===== config.mk =====
export PLATFORM = sky130hd
export DESIGN_NAME = brk_unit
export DESIGN_NICKNAME = d
export VERILOG_FILES = /design/src/rtl/brk_pkg.sv /design/src/rtl/brk_cfg_regs.sv /design/src/rtl/brk_seq_tracker.sv /design/src/rtl/brk_match.sv /design/src/rtl/brk_unit.sv
export SDC_FILE = /design/constraint.sdc
export NUM_CORES = 1
export LEC_CHECK = 0
export ABC_CLOCK_PERIOD_IN_PS = 5800
export BUFFER_PORTS_ARGS = -buffer_cell sky130_fd_sc_hd__buf_2
export CAP_MARGIN = 20
export CORE_MARGIN = 2
export CORE_UTILIZATION = 65
export DETAILED_ROUTE_END_ITERATION = 8
export GPL_TIMING_DRIVEN = 0
export PLACE_DENSITY = 0.9
export RECOVER_POWER = 50
export SETUP_SLACK_MARGIN = 0.1
export SYNTH_ARGS = -nofsm -noshare
export SYNTH_HDL_FRONTEND = slang
export SYNTH_SLANG_ARGS = --single-unit

===== constraint.sdc =====
create_clock -name clk -period 5.8 [get_ports clk]
set_input_delay 0.29 -clock clk [delete_from_list [all_inputs] [get_ports clk]]
set_output_delay 0.29 -clock clk [all_outputs]
set_load 0.01 [all_outputs]

===== src/rtl/brk_pkg.sv =====
`timescale 1ns/1ps
package brk_pkg;
  localparam int CFG_AW  = 5;
  localparam int CAUSE_W = 4;
  localparam int NSRC    = 9;

  // register indices
  localparam logic [CFG_AW-1:0] RG_CTL    = 5'd0;
  localparam logic [CFG_AW-1:0] RG_SEQ1   = 5'd1;
  localparam logic [CFG_AW-1:0] RG_SEQ2   = 5'd2;
  localparam logic [CFG_AW-1:0] RG_SEQ3   = 5'd3;
  localparam logic [CFG_AW-1:0] RG_PASS   = 5'd4;
  localparam logic [CFG_AW-1:0] RG_DLO    = 5'd5;
  localparam logic [CFG_AW-1:0] RG_DHI    = 5'd6;
  localparam logic [CFG_AW-1:0] RG_DCMP   = 5'd7;
  localparam logic [CFG_AW-1:0] RG_RA     = 5'd8;
  localparam logic [CFG_AW-1:0] RG_RB     = 5'd9;
  localparam logic [CFG_AW-1:0] RG_RX     = 5'd10;
  localparam logic [CFG_AW-1:0] RG_RY     = 5'd11;
  localparam logic [CFG_AW-1:0] RG_RF     = 5'd12;
  localparam logic [CFG_AW-1:0] RG_STKLO  = 5'd13;
  localparam logic [CFG_AW-1:0] RG_STKHI  = 5'd14;
  localparam logic [CFG_AW-1:0] RG_ROMTOP = 5'd15;
  localparam logic [CFG_AW-1:0] RG_RAMTOP = 5'd16;
  localparam logic [CFG_AW-1:0] RG_IOLO   = 5'd17;
  localparam logic [CFG_AW-1:0] RG_IOHI   = 5'd18;
  localparam logic [CFG_AW-1:0] RG_PLO    = 5'd19;
  localparam logic [CFG_AW-1:0] RG_PHI    = 5'd20;
  localparam logic [CFG_AW-1:0] RG_BITMAP = 5'd21;

  // source index = priority (0 highest); cause code = index + 1
  localparam int SRC_HOST  = 0;
  localparam int SRC_PIN   = 1;
  localparam int SRC_UNDEF = 2;
  localparam int SRC_PROT  = 3;
  localparam int SRC_STACK = 4;
  localparam int SRC_PC    = 5;
  localparam int SRC_SEQ   = 6;
  localparam int SRC_DATA  = 7;
  localparam int SRC_REG   = 8;

  localparam logic [CAUSE_W-1:0] CAUSE_NONE = 4'd0;
  localparam logic [CAUSE_W-1:0] CAUSE_PROT = 4'd4;
endpackage


===== src/rtl/brk_cfg_regs.sv =====
`timescale 1ns/1ps
module brk_cfg_regs
  import brk_pkg::*;
#(
  parameter int PC_W = 8,
  parameter int DA_W = 8,
  parameter int DW   = 4,
  parameter int XW   = 8,
  parameter int FW   = 4,
  parameter int CW   = 16,
  parameter int PW   = 8,
  localparam int RV_W  = 2*DW + 2*XW + FW,
  localparam int NADDR = 1 << PC_W
)(
  input  logic              clk,
  input  logic              rst_n,
  input  logic              cfg_we,
  input  logic [CFG_AW-1:0] cfg_addr,
  input  logic [CW-1:0]     cfg_wdata,
  output logic [3:0]        en,
  output logic [PC_W-1:0]   seq_a1,
  output logic [PC_W-1:0]   seq_a2,
  output logic [PC_W-1:0]   seq_a3,
  output logic [PW-1:0]     seq_pass,
  output logic [DA_W-1:0]   d_lo,
  output logic [DA_W-1:0]   d_hi,
  output logic [DW-1:0]     d_val,
  output logic [DW-1:0]     d_mask,
  output logic              rw_val,
  output logic              rw_mask,
  output logic [RV_W-1:0]   rv_val,
  output logic [RV_W-1:0]   rv_mask,
  output logic [DA_W-1:0]   stk_lo,
  output logic [DA_W-1:0]   stk_hi,
  output logic [PC_W-1:0]   rom_top,
  output logic [DA_W-1:0]   ram_top,
  output logic [DA_W-1:0]   io_lo,
  output logic [DA_W-1:0]   io_hi,
  output logic [DA_W-1:0]   prot_lo,
  output logic [DA_W-1:0]   prot_hi,
  output logic [NADDR-1:0]  bitmap
);
  logic [DW-1:0] ra_v, ra_m, rb_v, rb_m;
  logic [XW-1:0] rx_v, rx_m, ry_v, ry_m;
  logic [FW-1:0] rf_v, rf_m;

  assign rv_val  = {ra_v, rb_v, rx_v, ry_v, rf_v};
  assign rv_mask = {ra_m, rb_m, rx_m, ry_m, rf_m};

  always_ff @(posedge clk or negedge rst_n) begin
    if (!rst_n) begin
      en <= '0; seq_a1 <= '0; seq_a2 <= '0; seq_a3 <= '0; seq_pass <= '0;
      d_lo <= '0; d_hi <= '0; d_val <= '0; d_mask <= '0;
      rw_val <= 1'b0; rw_mask <= 1'b0;
      ra_v <= '0; ra_m <= '0; rb_v <= '0; rb_m <= '0;
      rx_v <= '0; rx_m <= '0; ry_v <= '0; ry_m <= '0;
      rf_v <= '0; rf_m <= '0;
      stk_lo <= '0; stk_hi <= '1;
      rom_top <= '1; ram_top <= '1;
      io_lo <= '1; io_hi <= '0;
      prot_lo <= '1; prot_hi <= '0;
    end else if (cfg_we) begin
      case (cfg_addr)
        RG_CTL:    en       <= cfg_wdata[3:0];
        RG_SEQ1:   seq_a1   <= cfg_wdata[PC_W-1:0];
        RG_SEQ2:   seq_a2   <= cfg_wdata[PC_W-1:0];
        RG_SEQ3:   seq_a3   <= cfg_wdata[PC_W-1:0];
        RG_PASS:   seq_pass <= cfg_wdata[PW-1:0];
        RG_DLO:    d_lo     <= cfg_wdata[DA_W-1:0];
        RG_DHI:    d_hi     <= cfg_wdata[DA_W-1:0];
        RG_DCMP: begin
          d_val   <= cfg_wdata[DW-1:0];
          d_mask  <= cfg_wdata[2*DW-1:DW];
          rw_val  <= cfg_wdata[2*DW];
          rw_mask <= cfg_wdata[2*DW+1];
        end
        RG_RA: begin ra_v <= cfg_wdata[DW-1:0]; ra_m <= cfg_wdata[2*DW-1:DW]; end
        RG_RB: begin rb_v <= cfg_wdata[DW-1:0]; rb_m <= cfg_wdata[2*DW-1:DW]; end
        RG_RX: begin rx_v <= cfg_wdata[XW-1:0]; rx_m <= cfg_wdata[2*XW-1:XW]; end
        RG_RY: begin ry_v <= cfg_wdata[XW-1:0]; ry_m <= cfg_wdata[2*XW-1:XW]; end
        RG_RF: begin rf_v <= cfg_wdata[FW-1:0]; rf_m <= cfg_wdata[2*FW-1:FW]; end
        RG_STKLO:  stk_lo  <= cfg_wdata[DA_W-1:0];
        RG_STKHI:  stk_hi  <= cfg_wdata[DA_W-1:0];
        RG_ROMTOP: rom_top <= cfg_wdata[PC_W-1:0];
        RG_RAMTOP: ram_top <= cfg_wdata[DA_W-1:0];
        RG_IOLO:   io_lo   <= cfg_wdata[DA_W-1:0];
        RG_IOHI:   io_hi   <= cfg_wdata[DA_W-1:0];
        RG_PLO:    prot_lo <= cfg_wdata[DA_W-1:0];
        RG_PHI:    prot_hi <= cfg_wdata[DA_W-1:0];
        default: ;
      endcase
    end
  end

  // one flop per program address; written one bit at a time
  always_ff @(posedge clk or negedge rst_n) begin
    if (!rst_n)
      bitmap <= '0;
    else if (cfg_we && cfg_addr == RG_BITMAP)
      bitmap[cfg_wdata[PC_W-1:0]] <= cfg_wdata[CW-1];
  end

  // a bitmap write lands on the indexed bit
  p_bitmap_write_r1: assert property (@(posedge clk) disable iff (!rst_n)
    (cfg_we && cfg_addr == RG_BITMAP) |=>
      (bitmap[$past(cfg_wdata[PC_W-1:0])] == $past(cfg_wdata[CW-1])));
endmodule


===== src/rtl/brk_seq_tracker.sv =====
`timescale 1ns/1ps
module brk_seq_tracker #(
  parameter int PC_W = 8,
  parameter int PW   = 8
)(
  input  logic            clk,
  input  logic            rst_n,
  input  logic            clr,
  input  logic            adv_en,
  input  logic            fetch_vld,
  input  logic [PC_W-1:0] fetch_pc,
  input  logic [PC_W-1:0] a1,
  input  logic [PC_W-1:0] a2,
  input  logic [PC_W-1:0] a3,
  input  logic [PW-1:0]   pass,
  output logic            hit
);
  typedef enum logic [1:0] {S_WAIT1, S_WAIT2, S_COUNT} seq_st_e;

  seq_st_e       st_q;
  logic [PW-1:0] cnt_q;
  logic [PW-1:0] pass_eff;
  logic [PW:0]   cnt_inc;
  logic          step;
  logic          m1, m2, m3;

  assign pass_eff = (pass == '0) ? PW'(1) : pass;
  assign cnt_inc  = {1'b0, cnt_q} + 1'b1;
  assign step     = adv_en && fetch_vld;
  assign m1       = fetch_pc == a1;
  assign m2       = fetch_pc == a2;
  assign m3       = fetch_pc == a3;
  assign hit      = step && !m1 && (st_q == S_COUNT) && m3 &&
                    (cnt_inc >= {1'b0, pass_eff});

  always_ff @(posedge clk or negedge rst_n) begin
    if (!rst_n) begin
      st_q  <= S_WAIT1;
      cnt_q <= '0;
    end else if (clr) begin
      st_q  <= S_WAIT1;
      cnt_q <= '0;
    end else if (step) begin
      if (m1) begin
        st_q  <= S_WAIT2;
        cnt_q <= '0;
      end else if (st_q == S_WAIT2 && m2) begin
        st_q  <= S_COUNT;
        cnt_q <= '0;
      end else if (st_q == S_COUNT && m3 && cnt_q != '1) begin
        cnt_q <= cnt_q + 1'b1;
      end
    end
  end

  // the sequence can only fire from its last step
  p_seq_last_step_r2: assert property (@(posedge clk) disable iff (!rst_n)
    hit |-> (st_q == S_COUNT));
  // a restart request always returns to the first step
  p_seq_clear_r3: assert property (@(posedge clk) disable iff (!rst_n)
    clr |=> (st_q == S_WAIT1 && cnt_q == '0));
endmodule


===== src/rtl/brk_match.sv =====
`timescale 1ns/1ps
module brk_match #(
  parameter int PC_W = 8,
  parameter int DA_W = 8,
  parameter int DW   = 4,
  parameter int RV_W = 28,
  localparam int NADDR = 1 << PC_W
)(
  input  logic             fetch_vld,
  input  logic [PC_W-1:0]  fetch_pc,
  input  logic             mem_vld,
  input  logic             mem_wr,
  input  logic             stack_acc,
  input  logic [DA_W-1:0]  mem_addr,
  input  logic [DW-1:0]    mem_data,
  input  logic             retire_vld,
  input  logic [RV_W-1:0]  cpu_regs,
  input  logic [NADDR-1:0] bitmap,
  input  logic [DA_W-1:0]  d_lo,
  input  logic [DA_W-1:0]  d_hi,
  input  logic [DW-1:0]    d_val,
  input  logic [DW-1:0]    d_mask,
  input  logic             rw_val,
  input  logic             rw_mask,
  input  logic [RV_W-1:0]  rv_val,
  input  logic [RV_W-1:0]  rv_mask,
  input  logic [DA_W-1:0]  stk_lo,
  input  logic [DA_W-1:0]  stk_hi,
  input  logic [PC_W-1:0]  rom_top,
  input  logic [DA_W-1:0]  ram_top,
  input  logic [DA_W-1:0]  io_lo,
  input  logic [DA_W-1:0]  io_hi,
  input  logic [DA_W-1:0]  prot_lo,
  input  logic [DA_W-1:0]  prot_hi,
  output logic             pc_hit,
  output logic             data_hit,
  output logic             reg_hit,
  output logic             undef_hit,
  output logic             prot_hit,
  output logic             stack_hit,
  output logic             in_prot
);
  logic in_io, in_drange, data_eq, rw_eq;

  assign in_io     = (mem_addr >= io_lo) && (mem_addr <= io_hi);
  assign in_prot   = (mem_addr >= prot_lo) && (mem_addr <= prot_hi);
  assign in_drange = (mem_addr >= d_lo) && (mem_addr <= d_hi);
  assign data_eq   = ((mem_data ^ d_val) & d_mask) == '0;
  assign rw_eq     = !rw_mask || (mem_wr == rw_val);

  assign pc_hit    = fetch_vld && bitmap[fetch_pc];
  assign data_hit  = mem_vld && in_drange && data_eq && rw_eq;
  assign reg_hit   = retire_vld && (((cpu_regs ^ rv_val) & rv_mask) == '0);
  assign undef_hit = (fetch_vld && (fetch_pc > rom_top)) ||
                     (mem_vld && (mem_addr > ram_top) && !in_io);
  assign prot_hit  = mem_vld && mem_wr && in_prot;
  assign stack_hit = mem_vld && stack_acc &&
                     ((mem_addr < stk_lo) || (mem_addr > stk_hi));
endmodule


===== src/rtl/brk_unit.sv =====
`timescale 1ns/1ps
module brk_unit
  import brk_pkg::*;
#(
  parameter int PC_W = 8,
  parameter int DA_W = 8,
  parameter int DW   = 4,
  parameter int XW   = 8,
  parameter int FW   = 4,
  parameter int CW   = 16,
  parameter int PW   = 8,
  localparam int RV_W  = 2*DW + 2*XW + FW,
  localparam int NADDR = 1 << PC_W
)(
  input  logic               clk,
  input  logic               rst_n,
  input  logic               cfg_we,
  input  logic [CFG_AW-1:0]  cfg_addr,
  input  logic [CW-1:0]      cfg_wdata,
  input  logic               run_start,
  input  logic               running,
  input  logic               halted,
  input  logic               intack_n,
  input  logic               brk_pin_n,
  input  logic               host_brk,
  input  logic               fetch_vld,
  input  logic [PC_W-1:0]    fetch_pc,
  input  logic               retire_vld,
  input  logic [DW-1:0]      reg_a,
  input  logic [DW-1:0]      reg_b,
  input  logic [XW-1:0]      reg_x,
  input  logic [XW-1:0]      reg_y,
  input  logic [FW-1:0]      reg_flags,
  input  logic               mem_vld,
  input  logic               mem_wr,
  input  logic               stack_acc,
  input  logic [DA_W-1:0]    mem_addr,
  input  logic [DW-1:0]      mem_data,
  output logic               mem_wr_en,
  output logic               brk_req,
  output logic [CAUSE_W-1:0] brk_cause,
  output logic               stop_n
);
  logic [3:0]        en;
  logic [PC_W-1:0]   seq_a1, seq_a2, seq_a3, rom_top;
  logic [PW-1:0]     seq_pass;
  logic [DA_W-1:0]   d_lo, d_hi, stk_lo, stk_hi, ram_top, io_lo, io_hi, prot_lo, prot_hi;
  logic [DW-1:0]     d_val, d_mask;
  logic              rw_val, rw_mask;
  logic [RV_W-1:0]   rv_val, rv_mask, cpu_regs;
  logic [NADDR-1:0]  bitmap;

  logic pc_hit, data_hit, reg_hit, undef_hit, prot_hit, stack_hit, in_prot, seq_hit;
  logic pin_q, pin_fall, armed;
  logic in_break_q, pend_q;
  logic [CAUSE_W-1:0] pend_code_q, cause_q, hit_code, nxt_code;
  logic [NSRC-1:0]    raw, hits;
  logic               any_hit, fire;

  assign cpu_regs = {reg_a, reg_b, reg_x, reg_y, reg_flags};

  brk_cfg_regs #(.PC_W(PC_W), .DA_W(DA_W), .DW(DW), .XW(XW), .FW(FW), .CW(CW), .PW(PW))
  u_cfg (
    .clk, .rst_n, .cfg_we, .cfg_addr, .cfg_wdata,
    .en, .seq_a1, .seq_a2, .seq_a3, .seq_pass,
    .d_lo, .d_hi, .d_val, .d_mask, .rw_val, .rw_mask,
    .rv_val, .rv_mask, .stk_lo, .stk_hi, .rom_top, .ram_top,
    .io_lo, .io_hi, .prot_lo, .prot_hi, .bitmap
  );

  brk_match #(.PC_W(PC_W), .DA_W(DA_W), .DW(DW), .RV_W(RV_W)) u_match (
    .fetch_vld, .fetch_pc, .mem_vld, .mem_wr, .stack_acc, .mem_addr, .mem_data,
    .retire_vld, .cpu_regs, .bitmap,
    .d_lo, .d_hi, .d_val, .d_mask, .rw_val, .rw_mask, .rv_val, .rv_mask,
    .stk_lo, .stk_hi, .rom_top, .ram_top, .io_lo, .io_hi, .prot_lo, .prot_hi,
    .pc_hit, .data_hit, .reg_hit, .undef_hit, .prot_hit, .stack_hit, .in_prot
  );

  assign armed = running && !in_break_q;

  brk_seq_tracker #(.PC_W(PC_W), .PW(PW)) u_seq (
    .clk, .rst_n, .clr(run_start), .adv_en(armed && en[1]),
    .fetch_vld, .fetch_pc, .a1(seq_a1), .a2(seq_a2), .a3(seq_a3),
    .pass(seq_pass), .hit(seq_hit)
  );

  // external pin edge detector
  always_ff @(posedge clk or negedge rst_n) begin
    if (!rst_n) pin_q <= 1'b1;
    else        pin_q <= brk_pin_n;
  end
  assign pin_fall = pin_q && !brk_pin_n;

  // raw source vector in priority order
  always_comb begin
    raw            = '0;
    raw[SRC_HOST]  = host_brk;
    raw[SRC_PIN]   = pin_fall;
    raw[SRC_UNDEF] = undef_hit;
    raw[SRC_PROT]  = prot_hit;
    raw[SRC_STACK] = stack_hit;
    raw[SRC_PC]    = pc_hit   && en[0];
    raw[SRC_SEQ]   = seq_hit;
    raw[SRC_DATA]  = data_hit && en[2];
    raw[SRC_REG]   = reg_hit  && en[3];
  end

  for (genvar g = 0; g < NSRC; g++) begin : g_gate
    assign hits[g] = raw[g] && armed;
  end

  always_comb begin
    hit_code = CAUSE_NONE;
    for (int i = NSRC - 1; i >= 0; i--)
      if (hits[i]) hit_code = CAUSE_W'(i + 1);
  end

  assign any_hit   = |hits;
  assign fire      = armed && intack_n && (any_hit || pend_q);
  assign nxt_code  = pend_q ? pend_code_q : hit_code;
  assign brk_req   = fire;
  assign brk_cause = cause_q;
  assign stop_n    = !(halted || in_break_q);
  assign mem_wr_en = mem_vld && mem_wr && !in_prot;

  always_ff @(posedge clk or negedge rst_n) begin
    if (!rst_n) begin
      in_break_q  <= 1'b0;
      cause_q     <= CAUSE_NONE;
      pend_q      <= 1'b0;
      pend_code_q <= CAUSE_NONE;
    end else if (run_start) begin
      in_break_q  <= 1'b0;
      cause_q     <= CAUSE_NONE;
      pend_q      <= 1'b0;
      pend_code_q <= CAUSE_NONE;
    end else if (fire) begin
      in_break_q  <= 1'b1;
      cause_q     <= nxt_code;
      pend_q      <= 1'b0;
    end else if (armed && !intack_n && any_hit && !pend_q) begin
      pend_q      <= 1'b1;
      pend_code_q <= hit_code;
    end
  end

  // nothing breaks during an interrupt acknowledge
  p_no_brk_in_ack_r11: assert property (@(posedge clk) disable iff (!rst_n)
    !intack_n |-> !brk_req);
  // a held hit fires as soon as the acknowledge ends
  p_pend_fires_r11: assert property (@(posedge clk) disable iff (!rst_n)
    (pend_q && intack_n && running && !run_start) |-> brk_req);
  // stop status is low during break
  p_stop_in_break_r13: assert property (@(posedge clk) disable iff (!rst_n)
    in_break_q |-> !stop_n);
  // a protect break never lets the write through
  p_prot_blocked_r9: assert property (@(posedge clk) disable iff (!rst_n)
    (brk_req && !pend_q && hit_code == CAUSE_PROT) |-> !mem_wr_en);
  // cause holds for the whole break
  p_cause_hold_r12: assert property (@(posedge clk) disable iff (!rst_n)
    (in_break_q && !run_start) |=> ($stable(brk_cause) && brk_cause != CAUSE_NONE));
  // restart clears the cause
  p_restart_clear_r12: assert property (@(posedge clk) disable iff (!rst_n)
    run_start |=> (brk_cause == CAUSE_NONE && stop_n == !halted));
  // no request while stopped or already broken
  p_idle_quiet_r14: assert property (@(posedge clk) disable iff (!rst_n)
    (!running || in_break_q) |-> !brk_req);
endmodule


# Word-level counts from Yosys, hierarchy flattened
# Index checks and enable logic that the tools add are counted.
[word_totals] regBits=459 inputBits=83 elab_cells=216
[op_classes] magnitude_cmp=14 n_eq_ne=29 reduce_logical=95 add_sub_neg=2 bitwise_logic=4 muxes=35
[op_table] operator="256-bit bitwise mux" n=1
[op_table] operator="4-bit two-way mux" n=15
[op_table] operator="8-bit two-way mux" n=6
[op_table] operator="2-bit AND reduction" n=24
[op_table] operator="1-bit logical AND" n=46
[op_table] operator="5-bit by 4-bit equality test with 1-bit output, second input constant" n=8
[op_table] operator="5-bit equality test, second input constant" n=6
[op_table] operator="28-bit bitwise AND" n=1
[op_table] operator="28-bit logical NOT" n=1
[op_table] operator="28-bit bitwise XOR" n=1
[op_table] operator="8-bit equality test" n=3
[op_table] operator="8-bit greater-or-equal comparator" n=3
[op_table] operator="8-bit > comparator" n=3
[op_table] operator="8-bit less-or-equal comparator" n=3
[op_table] operator="5-bit by 3-bit equality test with 1-bit output, second input constant" n=4
[op_table] operator="8-bit by 9-bit less-than comparator with 1-bit output, second input constant" n=2
[op_table] operator="5-bit by 2-bit equality test with 1-bit output, second input constant" n=2
[op_table] operator="8-bit by 1-bit adder with 9-bit output, second input constant" n=1
[op_table] operator="9-bit by 8-bit greater-or-equal comparator with 1-bit output" n=1
[op_table] operator="1-bit logical NOT" n=9
[op_table] operator="9-bit OR reduction" n=1
[op_table] operator="8-bit by 1-bit adder with 8-bit output, second input constant" n=1
[op_table] operator="1-bit binary-select mux with 8-bit select" n=1
[op_table] operator="1-bit demux with 8-bit select" n=1
[op_table] operator="19 further kinds" n=35

# Logic depth before layout (Yosys ltp)
[depth] depth_word=19 depth_mapped=14

# Cells and area by module
# Synthesis repeated with hierarchy kept, for this count alone.
[hier_totals] hier_cells=2072 hier_area_um2=25933.6
[by_module_without_submodules] mod="brk_cfg_regs" n_inst=1 area_each_um2=19600.0 cells_per_inst=1373 seq_area_each_um2=11010.6
[by_module_without_submodules] mod="brk_match" n_inst=1 area_each_um2=4500.6 cells_per_inst=493 seq_area_each_um2=0.0
[by_module_without_submodules] mod="brk_seq_tracker" n_inst=1 area_each_um2=1069.8 cells_per_inst=128 seq_area_each_um2=250.2
[by_module_without_submodules] mod="brk_unit" n_inst=1 area_each_um2=763.2 cells_per_inst=78 seq_area_each_um2=276.5

# Worst setup path after synthesis
# OpenSTA, ideal clock, no wires.
[synth_path] path_type="register to output" from="register u_seq.cnt_q[0]" to="output port brk_req" slack_ns=2.802 arrival_time_ns=2.708 n_path_buf=1 path_stages_with_launch=14 path_cell_list="dfrtp_1 > ha_1 > nand3_1 > xnor2_1 > ha_1 > and2_1 > a221oi_1 > a21boi_0 > o211ai_1 > a31oi_1 > a31oi_4 > nand4_2 > and2_4 > buf_6"
[synth_via] elab_chain_cells=7
[synth_rtl] item="start, declared" line_no="brk_seq_tracker.sv:21" source="logic [PW-1:0] cnt_q;"
[synth_rtl] item="start signal, assigned" line_no="brk_seq_tracker.sv:51" source="cnt_q <= cnt_q + 1'b1;"
[synth_rtl] item="8-bit by 1-bit adder with 9-bit output" line_no="brk_seq_tracker.sv:28" source="assign cnt_inc = {1'b0, cnt_q} + 1'b1;"
[synth_rtl] item="9-bit by 8-bit greater-or-equal comparator with 1-bit output" line_no="brk_seq_tracker.sv:34" source="(cnt_inc >= {1'b0, pass_eff});"
[synth_rtl] item="1-bit logical AND" line_no="brk_seq_tracker.sv:33" source="assign hit = step && !m1 && (st_q == S_COUNT) && m3 &&"
[synth_rtl] item="1-bit logical AND" line_no="brk_unit.sv:109" source="assign hits[g] = raw[g] && armed;"
[synth_rtl] item="9-bit OR reduction" line_no="brk_unit.sv:118" source="assign any_hit = |hits;"
[synth_rtl] item="1-bit logical OR" line_no="brk_unit.sv:119" source="assign fire = armed && intack_n && (any_hit || pend_q);"
[synth_rtl] item="1-bit logical AND" line_no="brk_unit.sv:119"
[synth_rtl] item="end, declared" line_no="brk_unit.sv:40" source="output logic brk_req,"
# No other way between the ends.

# Final worst setup path
[layout_path] from="register in_break_q" to="output port brk_req"
[layout_via] elab_chain_cells=12 elab_cells_between_ends=21
[layout_rtl] item="start, declared" line_no="brk_unit.sv:55" source="logic in_break_q, pend_q;"
[layout_rtl] item="start signal, assigned" line_no="brk_unit.sv:128" source="in_break_q <= 1'b0;"
[layout_rtl] item="start signal, assigned" line_no="brk_unit.sv:133" source="in_break_q <= 1'b0;"
[layout_rtl] item="start signal, assigned" line_no="brk_unit.sv:138" source="in_break_q <= 1'b1;"
[layout_rtl] item="1-bit logical NOT *" line_no="brk_unit.sv:79" source="assign armed = running && !in_break_q;"
[layout_rtl] item="1-bit logical AND *" line_no="brk_unit.sv:79"
[layout_rtl] item="1-bit logical AND" line_no="brk_unit.sv:82" source=".clk, .rst_n, .clr(run_start), .adv_en(armed && en[1]),"
[layout_rtl] item="1-bit logical AND" line_no="brk_seq_tracker.sv:29" source="assign step = adv_en && fetch_vld;"
[layout_rtl] item="1-bit logical AND (4 in a row)" line_no="brk_seq_tracker.sv:33"
[layout_rtl] item="1-bit logical AND" line_no="brk_unit.sv:109"
[layout_rtl] item="9-bit OR reduction" line_no="brk_unit.sv:118"
[layout_rtl] item="1-bit logical OR" line_no="brk_unit.sv:119"
[layout_rtl] item="1-bit logical AND *" line_no="brk_unit.sv:119"
# Mark *: on every way between the ends. The rest lies on a longest branch, timed or not.

==> summary.md <==
| Metric | Value |
|---|---|
| Netlist cell types | 72 |
| PortBufs | 83 |
| Mux contribution to synthesized area | 0.2528 |
| CTS resizes | 0 |
| Commonest non-fill, non-tap cell in the layout | dfrtp_1 |
| Mapped Nets | 2,327 |
| Reg2Reg Depth | 10 |
| WP depth | 10 |
| Largest Register | u_cfg.bitmap |
| M3 GR Usage | 0.1081 |
| Seq/Total Area, Yosys | 0.4737 |
| EDFF count, synth | 0 |
| Global route overflow | 0 |
| FMAX | 226.9 MHz |
| Final hold vios | 0 |
| Clock slew at reported path FFs | 70 ps |
| Initial DRC count | 2,316 |
| Final instance area | 27,160 sq um |
| Routed WL | 73.28 mm |
| Asr flop ratio synth | 1.000 |
| Slew HR | -0.4774 |
| Post-DP HPWL | 46.46 mm |
| Reg area | 11,540 sq um |
| Largest register FFs | 256 |
| Crit Path Max Fanout | 7 |
| Synth Area in Simple Gates | 0.1097 |
| Clock root buffer | clkbuf_16 |
| Power share of the clock group | 0.395 |
| H-tree depth | 2 |
| Hold Path Class | in -> reg |
| Layout cells sized above 1 | 0.2908 |
| Total core area | 36,790 sq um |
| Synth Area in Adders | 0.04521 |
| Family with the most delay on the worst path | simple AND/OR/NAND/NOR gates |
| Violated checks | capacitance limit, slew limit |
| Comb pwr share | 0.152 |
| Non-Filler Instances | 2,815 |
| Critical path arrival | 4120 ps |
| Io pins | 90 |
| Floorplan row count | 70 |
| Compound-Gate Fraction of Synth Area | 0.05780 |
| Synthesized flop and latch total | 459 |
| Seq pwr share | 0.453 |
| Clk buf depth | 3 |
| Switch share | 0.2731 |
| Vias | 19,140 |
| Setup Crit Path Kind | reg -> out |
| Vias per cell | 6.798 |
| Main combinational cell family by area after synthesis | multiplexers |
| Die Area | 39,030 sq um |
| CP bufs+invs | 2 |
| Clock skew | 11.46 ps |
| Largest net degree at the start of global routing | 134 |
| Crit-path cells | nand2b_1 -> a211oi_1 -> nand3_1 -> nor4_1 -> a31oi_1 -> and2_1 -> nand4_2 -> and2_4 -> buf_6 -> buf_2 |
| Most used routing layer | met2 |
| DRC | 0 |
| Startpoint Class | flip-flop |
| Die height | 197.6 um |
| Total GRT Usage | 0.3817 |
| Peak VDD IR | 0.2803 mV |
| M1 GR Usage | 0.4533 |
| Nets | 2,475 |
| Clk sinks | 459 |
| Mean post-synth cell area | 11.30 sq um |
| Clock Latency Late Sink | 600 ps |
| Area Growth Syn to Fin | 11.53% |
| Fillers | 2,231 |
| Pwr dens | 298.7 nW/um^2 |
| First-pass GRT wire length | 111.8 mm |
| Mapped Area | 24,350 sq um |
| P_int | 0.005898 W |
| Status | complete, but fails checks |
| Worst slew pin tran | 2216 ps |
| Routability cong. | 0.9854 |
| Gate Count Post-Synth | 2,156 |
| Post-synth top flop | dfrtp_1 |
| Period utilization | 0.7600 |
| CP required | 5510 ps |
| YS warnings | 0 |
| Leak | 12.68 nW |
| XOR/XNOR share of the synthesized area | 0.02266 |
| Crit-path max cell delay | 700 ps |
| Initial antenna violation count | 4 |
| Inst Count DP | 2,713 |
| Detail Route Antenna Nets | 0 |
| Final hold slack | 90.04 ps |
| CTS Buf Count | 47 |
| Hold depth | 3 |
| Max Cap Viol | 1 |
| Placed inst area | 25,490 sq um |
| Crit end category | primary output |
| Post-Route Utilization | 0.7384 |
| DIE WIDTH | 197.6 um |
| CP max-delay cell | a211oi_1 |
| Multi-input gate area | 11,890 sq um |
| Number of global-route vias before repair | 19,990 |
| Starting Density | 0.6621 |
| Most frequent cells in the layout | dfrtp_1, mux2_2, nand2_1, clkbuf_1, nor2_1 |
| Final max-slew violation count | 90 |
| Total power | 0.008115 W |
| Min Tclk post-route | 4408 ps |
| DR WL/cell | 26.03 um |
| First-pass DRT Iterations | 6 |
| NetSw | 0.002216 W |
| Grt met2 use | 0.5991 |
| Final setup viols | 0 |
| RSZ-0062 raised after global routing | no |
| CTS tree | yes |
-- synthesized netlist by cell type (all sizes together), types with 3 or more instances --
cell | count | area (sq um)
a2111oi | 6 | 52.55
a211oi | 7 | 67.57
a21o | 9 | 67.56
a21oi | 32 | 160.2
a22o | 6 | 52.55
a22oi | 45 | 342.8
a31oi | 7 | 58.81
a32oi | 4 | 35.03
and2 | 10 | 65.06
and3 | 7 | 43.79
buf | 32 | 192.7
clkbuf | 101 | 381.6
dfrtp | 418 | 10460
dfstp | 41 | 1077
ha | 88 | 1101
inv | 94 | 352.8
mux2 | 419 | 4718
mux2i | 74 | 740.7
mux4 | 31 | 698.2
nand2 | 283 | 1062
nand2b | 21 | 131.4
nand3 | 46 | 230.2
nand4 | 17 | 112.6
nor2 | 112 | 427.9
nor2b | 31 | 193.9
nor3 | 30 | 155.1
nor3b | 7 | 52.55
nor4 | 13 | 81.33
o211ai | 4 | 30.03
o21a | 5 | 37.54
o21ai | 45 | 225.2
o311ai | 3 | 26.28
o31ai | 6 | 45.04
or2 | 6 | 37.54
or3b | 3 | 26.28
xnor2 | 14 | 122.6
xor2 | 49 | 429.2
-- cell type report --
cell class              instances  area share
inverters                      94     0.01299
clock inverters                15    0.006587
plain buffers                 133     0.02114
diodes                          5   0.0004606
flip-flops and latches        459      0.4248
clock buffers                  72     0.05274
repair buffers                 99     0.02202
multi-input cells            1470      0.4377
well taps                     468     0.02156
-- cell families after synthesis --
logic type	after synthesis
flip-flops	459
buffers and inverters	227
AO/OA/AOI/OAI	202
AND/OR/NAND/NOR	593
adder cells (fa/ha/maj)	88
XOR/XNOR	63
multiplexers	524
-- stage by stage --
stage                TNS, ps  setup slack [ps]
global route               0              1273
detailed placement         0              2029
CTS                        0              1615
global placement    -1852320             -4331
floorplan                  0              2802
finish                     0              1392
-- worst register-to-register path, cell delays in order, from the launching register on --
cell and delay, ps:
dfrtp_1 400, nand2b_1 330, a211oi_1 700, nand3_1 330, nor4_1 700, a31oi_1 290
and2_1 270, nand4_2 120, and2_4 160, buf_6 110, mux2i_1 180
-- power by group through the flow --
stage,clock network [W],logic (W),registers [W]
6_report,0.00320,0.00123,0.00368
5_1_grt,0.00332,0.00134,0.00370
4_1_cts,0.00318,0.00120,0.00366
3_5_place_dp,0,0.00116,0.00371
3_3_place_gp,0,0.00107,0.00369
2_1_floorplan,0,0.000781,0.00366
-- routing by layer --
layer / up-vias / wire length [um]
met5: - / 0
met4: 0 / 5982
met3: 525 / 7991
met2: 1348 / 33920
met1: 9397 / 25390
li1: 7867 / -
-- final timing paths --
| kind | start | end | slack, ps |
|---|---|---|---|
| min in group asynchronous | rst_n | brk_cause[0]$_DFFE_PN0P_ | 250 |
| hold / removal | fetch_vld | u_seq.st_q[0]$_DFFE_PN0P_ | 90 |
| max in group asynchronous | rst_n | u_cfg.bitmap[206]$_DFFE_PN0P_ | 2560 |
| setup / recovery | in_break_q$_DFFE_PN0P_ | brk_req | 1390 |
| setup reg to reg | in_break_q$_DFFE_PN0P_ | brk_cause[0]$_DFFE_PN0P_ | 2140 |
| hold reg to reg | u_cfg.bitmap[242]$_DFFE_PN0P_ | u_cfg.bitmap[242]$_DFFE_PN0P_ | 500 |
-- repair_timing --
item,in CTS,in global routing
hold buffers,9,0
setup buffers,0,0
hold endpoints to repair,67,0
Note: power is estimated with default switching activity, not from simulation.
